<file path="src/rtl/mexp_pkg.sv">
package mexp_pkg;
  typedef enum logic [2:0] {
    ST_IDLE,
    ST_TO_MONT,
    ST_TO_ONE,
    ST_SQUARE,
    ST_MULT,
    ST_FROM_MONT,
    ST_OUT
  } mexp_state_e;
endpackage

</file>
<file path="src/rtl/mexp_csa_row.sv">
module mexp_csa_row #(
  parameter int XW = 8
) (
  input  logic [XW-1:0] x,
  input  logic [XW-1:0] y,
  input  logic [XW-1:0] z,
  output logic [XW-1:0] s,
  output logic [XW-1:0] c
);
  assign c[0] = 1'b0;
  for (genvar i = 0; i < XW; i++) begin : g_bit
    assign s[i] = x[i] ^ y[i] ^ z[i];
    if (i < XW - 1) begin : g_carry
      assign c[i+1] = (x[i] & y[i]) | (x[i] & z[i]) | (y[i] & z[i]);
    end
  end
endmodule

</file>
<file path="src/rtl/mexp_mont_mul.sv">
module mexp_mont_mul #(
  parameter int W = 64
) (
  input  logic         clk,
  input  logic         rst_n,
  input  logic         start,
  input  logic [W-1:0] a,
  input  logic [W-1:0] b,
  input  logic [W-1:0] n,
  output logic         done,
  output logic [W-1:0] res
);
  localparam int SW = W + 2;          // stored sum/carry width
  localparam int XW = W + 3;          // adder row width, exact for both rows
  localparam int CW = $clog2(W + 1);

  logic [W-1:0]  a_q, b_q, n_q;
  logic [SW-1:0] s_q, c_q;
  logic [CW-1:0] cnt;
  logic          run;

  logic [W-1:0]  ab_term, qn_term;
  logic          q_bit;
  logic [XW-1:0] s1, c1, s2, c2;
  logic [SW-1:0] full_sum, full_sub;

  // parity of S + C + a_i*B decides whether N is added
  assign ab_term = a_q[0] ? b_q : '0;
  assign q_bit   = s_q[0] ^ c_q[0] ^ (a_q[0] & b_q[0]);
  assign qn_term = q_bit ? n_q : '0;

  mexp_csa_row #(.XW(XW)) row_ab_i (
    .x({{(XW-SW){1'b0}}, s_q}),
    .y({{(XW-SW){1'b0}}, c_q}),
    .z({{(XW-W){1'b0}}, ab_term}),
    .s(s1),
    .c(c1)
  );

  mexp_csa_row #(.XW(XW)) row_qn_i (
    .x(s1),
    .y(c1),
    .z({{(XW-W){1'b0}}, qn_term}),
    .s(s2),
    .c(c2)
  );

  // single carry-propagate add and conditional subtraction at the end
  assign full_sum = s_q + c_q;
  assign full_sub = full_sum - {2'b00, n_q};

  always_ff @(posedge clk or negedge rst_n) begin
    if (!rst_n) begin
      a_q  <= '0;
      b_q  <= '0;
      n_q  <= '0;
      s_q  <= '0;
      c_q  <= '0;
      cnt  <= '0;
      run  <= 1'b0;
      done <= 1'b0;
      res  <= '0;
    end else if (start) begin
      a_q  <= a;
      b_q  <= b;
      n_q  <= n;
      s_q  <= '0;
      c_q  <= '0;
      cnt  <= '0;
      run  <= 1'b1;
      done <= 1'b0;
    end else if (run) begin
      if (cnt == CW'(W)) begin
        res  <= (full_sum >= {2'b00, n_q}) ? W'(full_sub) : W'(full_sum);
        done <= 1'b1;
        run  <= 1'b0;
      end else begin
        s_q  <= SW'(s2 >> 1);
        c_q  <= SW'(c2 >> 1);
        a_q  <= a_q >> 1;
        cnt  <= cnt + 1'b1;
        done <= 1'b0;
      end
    end else begin
      done <= 1'b0;
    end
  end
endmodule

</file>
<file path="src/rtl/mexp_top.sv">
module mexp_top
  import mexp_pkg::*;
#(
  parameter int W = 64
) (
  input  logic         clk,
  input  logic         rst_n,
  input  logic         in_valid,
  output logic         in_ready,
  input  logic [W-1:0] in_msg,
  input  logic [W-1:0] in_exp,
  input  logic [W-1:0] in_mod,
  input  logic [W-1:0] in_r2,
  output logic         out_valid,
  input  logic         out_ready,
  output logic [W-1:0] out_result
);
  localparam int IW = $clog2(W);
  localparam logic [W-1:0] ONE = {{(W-1){1'b0}}, 1'b1};

  mexp_state_e   state;
  logic [W-1:0]  exp_q, mod_q, r2_q, mbar_q;
  logic [IW-1:0] bit_idx;
  logic          mm_start, mm_done;
  logic [W-1:0]  mm_a, mm_b, mm_res;
  logic          last_bit;

  assign in_ready = (state == ST_IDLE);
  assign last_bit = (bit_idx == '0);

  mexp_mont_mul #(.W(W)) mul_i (
    .clk(clk),
    .rst_n(rst_n),
    .start(mm_start),
    .a(mm_a),
    .b(mm_b),
    .n(mod_q),
    .done(mm_done),
    .res(mm_res)
  );

  always_ff @(posedge clk or negedge rst_n) begin
    if (!rst_n) begin
      state      <= ST_IDLE;
      exp_q      <= '0;
      mod_q      <= '0;
      r2_q       <= '0;
      mbar_q     <= '0;
      bit_idx    <= IW'(W - 1);
      mm_start   <= 1'b0;
      mm_a       <= '0;
      mm_b       <= '0;
      out_valid  <= 1'b0;
      out_result <= '0;
    end else begin
      mm_start <= 1'b0;
      case (state)
        ST_IDLE: if (in_valid) begin
          exp_q    <= in_exp;
          mod_q    <= in_mod;
          r2_q     <= in_r2;
          bit_idx  <= IW'(W - 1);
          mm_a     <= in_msg;
          mm_b     <= in_r2;
          mm_start <= 1'b1;
          state    <= ST_TO_MONT;
        end
        ST_TO_MONT: if (mm_done) begin
          mbar_q   <= mm_res;
          mm_a     <= ONE;
          mm_b     <= r2_q;
          mm_start <= 1'b1;
          state    <= ST_TO_ONE;
        end
        ST_TO_ONE: if (mm_done) begin
          mm_a     <= mm_res;
          mm_b     <= mm_res;
          mm_start <= 1'b1;
          state    <= ST_SQUARE;
        end
        ST_SQUARE: if (mm_done) begin
          mm_a     <= mm_res;
          mm_start <= 1'b1;
          if (exp_q[bit_idx]) begin
            mm_b  <= mbar_q;
            state <= ST_MULT;
          end else if (last_bit) begin
            mm_b  <= ONE;
            state <= ST_FROM_MONT;
          end else begin
            bit_idx <= bit_idx - 1'b1;
            mm_b    <= mm_res;
            state   <= ST_SQUARE;
          end
        end
        ST_MULT: if (mm_done) begin
          mm_a     <= mm_res;
          mm_start <= 1'b1;
          if (last_bit) begin
            mm_b  <= ONE;
            state <= ST_FROM_MONT;
          end else begin
            bit_idx <= bit_idx - 1'b1;
            mm_b    <= mm_res;
            state   <= ST_SQUARE;
          end
        end
        ST_FROM_MONT: if (mm_done) begin
          out_result <= mm_res;
          out_valid  <= 1'b1;
          state      <= ST_OUT;
        end
        ST_OUT: if (out_ready) begin
          out_valid <= 1'b0;
          state     <= ST_IDLE;
        end
        default: state <= ST_IDLE;
      endcase
    end
  end
endmodule

</file>
<file path="config.mk">
export PLATFORM = sky130hd
export DESIGN_NAME = mexp_top
export DESIGN_NICKNAME = d
export VERILOG_FILES = /design/src/rtl/mexp_pkg.sv /design/src/rtl/mexp_csa_row.sv /design/src/rtl/mexp_mont_mul.sv /design/src/rtl/mexp_top.sv
export SDC_FILE = /design/constraint.sdc
export NUM_CORES = 2
export LEC_CHECK = 0
export ABC_AREA = 1
export BUFFER_PORTS_ARGS = -buffer_cell sky130_fd_sc_hd__buf_2
export CAP_MARGIN = 20
export CELL_PAD_IN_SITES_DETAIL_PLACEMENT = 0
export CELL_PAD_IN_SITES_GLOBAL_PLACEMENT = 1
export CORE_MARGIN = 4
export CORE_UTILIZATION = 50
export DETAILED_ROUTE_END_ITERATION = 8
export PLACE_DENSITY = 0.95
export SLEW_MARGIN = 25
export SYNTH_ARGS = -nofsm -noshare
export SYNTH_HDL_FRONTEND = slang
export SYNTH_SLANG_ARGS = --single-unit
</file>
<file path="constraint.sdc">
create_clock -name clk -period 7.1 [get_ports clk]
set_input_delay 1.775 -clock clk [delete_from_list [all_inputs] [get_ports clk]]
set_output_delay 1.775 -clock clk [all_outputs]
set_load 0.01 [all_outputs]
</file>
==> impl_metrics.toml <==
[timing]
final_hold_viol_count = 0
rsz0062_at_grt = "false"
clock_skew_ns = 0.0269
tns_ns = 0
finalCriticalPeriod_ns = 5.71
setup_viol = 0
fin_ws_ns = 1.39
finalCritPeriodShare_pct = 80.5
slew_headroom_pct = 33.2
max_freq_mhz = 175
final_max_slew_viol_count = 0
tightest_slew_ns = 1.00

[finish]
nets = 7167
fillers = 9423
drive_gt1_share_pct = 11.3
final_util_pct = 56.2
syn_to_final_growth_pct = 11.1
design_area_mm2 = 0.0563
multi_input_area_mm2 = 0.0251
seqCellArea_mm2 = 0.0214

[setup_path]
rr_startpoint = "mul_i.s_q[0]"
critical_path.startpoint_type = "flop"
reg2reg_slack_ns = 1.39
arrival_ns = 6.28
worstSetupPathType = "flop to flop"
r2r-end = "mul_i.res[11]"
end_kind = "flop"
reg2regPathDepth = 25
cp_max_fo = 64
required_ns = 7.67

[power]
power_density_mw_per_mm2 = 537
irDropWorstVdd_mv = 0.406
seqPwrFrac_pct = 25.7
p_leak_nw = 28.4
switching_share_pct = 49.4
power.share.clock_pct = 16.5
combPwrFrac_pct = 57.8
power.switching_mw = 15.0
internal-power_mw = 15.3
p_total_mw = 30.3

[min_path]
hold_depth = 2
hold_end = "mul_i.b_q[46]"
hp-class = "flop to flop"
hp-start = "mul_i.b_q[46]"

[clock_tree]
clkTransAtPathRegs_ns = 0.06
cts_root_buf = "clkbuf_16"
clk_latency_ns = 0.70
cts_setup_buffers = 0
ctsHoldBuffers = 0
htreeDepth = 3
post_cts_resized = 0
cts_tree = "done"
clock_sinks = 856
clk_path_buf_depth = 3
cts_inserted_buffers = 95

[global_route]
grt_overflow = 0
grt_use_total_pct = 32.2
grt_pass1_vias = 43900
grt_max_degree = 185
grt_pass1_wl_mm = 264
grt_antenna_before_repair = 3

[floorplan]
die_h_um = 326
ios = 326
design.core.area_mm2 = 0.100
die_w_um = 326
rows = 116
die_area_mm2 = 0.107
start_util_pct = 50.6

[placed_design]
routabilityCongestion = 1.04
port_buffers = 325
dp.final_hpwl_mm = 131
post-place-ws_ns = 1.33
placed_area_mm2 = 0.0531

[synthesis]
ys_ff_latch = 856
synth_warnings = 0
yosys_most_used_dff = "dfrtp_1"
synth_area_leader_cell = "dfrtp_1"
yosysMostFrequentCell = "nand2_1"
synth_edf_count = 0
synth_top_area_share_pct = 42.0
synth_area_mm2 = 0.0507
netlist_instances = 6477
synth.area.top_cells = "dfrtp_1 42%, nand2_1 15%, o21ai_0 6.0%"
syn_area_per_cell_um2 = 7.83
synth_common_cells = "2,054 x nand2_1, 850 x dfrtp_1, 756 x inv_1, 603 x o21ai_0, 399 x nor2_1"
async_flop_share_pct = 100
synthesis.nets = 7001
synth_cell_types = 56
synth_seq_area_share_pct = 42.3

[detailed_routing]
firstDrtPassIters = 7
vias = 44500
route.detailed.drc = 0
drt_wl_total_mm = 173
antenna_left = 0
post_drt_wl_per_cell_um = 21.4
drt_iter0_markers = 4494
via_per_inst = 5.52

[status]
outcome = "completed"

[flow_run]
max_cap_viol_count = 0
## metal layers
layer / GRT usage, % / vias up / share of wire [%]
met5: 0 / - / 0
met4: 15.9 / 0 / 6.0
met3: 5.18 / 340 / 6.2
met2: 52.9 / 1491 / 47
met1: 41.4 / 21700 / 40
li1: - / 21000 / -
## power by group through the flow
stage / Clock [mW] / Combinational, mW / Sequential [mW]
2_1_floorplan: 0 / 12.4 / 7.43
3_3_place_gp: 0 / 17.0 / 7.78
3_5_place_dp: 0 / 17.2 / 7.86
4_1_cts: 5.05 / 17.3 / 7.79
5_1_grt: 5.26 / 19.5 / 7.99
6_report: 4.98 / 17.5 / 7.79
## worst max-delay path by stage
stage                       from             to  slack [ns]  depth (start not counted)
global route        mul_i.s_q[0]   mul_i.res[8]        1.09                         24
floorplan           mul_i.s_q[0]  mul_i.res[11]        2.94                         29
global placement    mul_i.s_q[0]  mul_i.res[18]        1.37                         26
CTS                 mul_i.s_q[0]  mul_i.res[15]        1.29                         24
finish              mul_i.s_q[0]  mul_i.res[11]        1.39                         25
detailed placement  mul_i.s_q[0]  mul_i.res[15]        1.33                         24
## critical path: stages, from the launching register on
cell	delay [ns]
dfrtp_1	0.41
ha_1	0.29
fa_1	0.47
nand3_1	0.10
nand2_1	0.11
nand2_1	0.09
nand2_2	0.08
a21oi_1	0.49
o21ai_0	0.44
nand3_1	0.21
nand2_1	0.13
xnor2_1	0.33
inv_1	0.09
ha_1	0.38
nand2_1	0.14
nor2_1	0.07
nand2_1	0.09
inv_1	0.07
nand3_1	0.09
o21ai_1	0.09
inv_1	0.14
nand3_4	0.10
nor2_8	0.74
nand3_1	0.17
nand3_1	0.15
nand2_1	0.06
## layout make-up
type	instances	share of cell area, %
clock buffers	135	4.83
diodes	3	0.0133
repair buffers	366	3.75
flip-flops and latches	856	38.0
well taps	1357	3.01
multi-input cells	4555	44.5
clock inverters	31	0.697
inverters	769	5.14
## state kept, by name, indices dropped and copies added, names as in the netlist, 3 cells and up
| register | flops |
|---|---|
| mm_b | 64 |
| mul_i.res | 64 |
| mul_i.a_q | 64 |
| mul_i.cnt | 7 |
| mul_i.n_q | 64 |
| mbar_q | 64 |
| mul_i.b_q | 64 |
| mod_q | 64 |
| bit_idx | 6 |
| mm_a | 64 |
| r2_q | 64 |
| mul_i.c_q | 66 |
| state | 3 |
| exp_q | 64 |
| out_result | 64 |
| mul_i.s_q | 66 |
## placed cells by master (no fill, tap or decap), types with 4 or more instances in the layout
master	instances
a21boi_0	5
o21ai_0	603
a21oi_1	266
buf_12	10
nor4_1	8
inv_1	754
clkinv_2	14
dfrtp_1	848
nor2_4	6
o211ai_1	64
bufinv_16	6
o22ai_1	7
nand2_1	2047
xor2_1	62
nand3b_1	12
clkbuf_8	17
buf_2	324
clkinvlp_4	4
xnor2_1	35
clkbuf_16	96
nand3_1	308
ha_1	135
nand2_2	10
nand4_1	21
o221ai_1	8
fa_1	128
o21a_1	68
buf_4	28
dfstp_2	6
nor2_1	397
a31oi_1	70
o21bai_1	37
nand2_4	6
nor2_2	5
mux2_2	188
clkbuf_1	22
inv_2	11
nor3_1	26
## metrics by stage
stage,std cells,hold slack (ns)
global route,8071,0.487
global placement,7900,0.456
detailed placement,7900,0.459
floorplan,6477,0.442
finish,8072,0.473
CTS,8066,0.473
## cells by family after synthesis
group / Yosys count / synth area share (%)
XOR/XNOR: 97 / 1.68
AND/OR/NAND/NOR: 2861 / 22.6
adder cells (fa/ha/maj): 264 / 8.42
multiplexers: 188 / 4.18
AO/OA/AOI/OAI: 1145 / 12.5
buffers and inverters: 1066 / 8.42
flip-flops: 856 / 42.3
(Power assumes the default switching activity.)
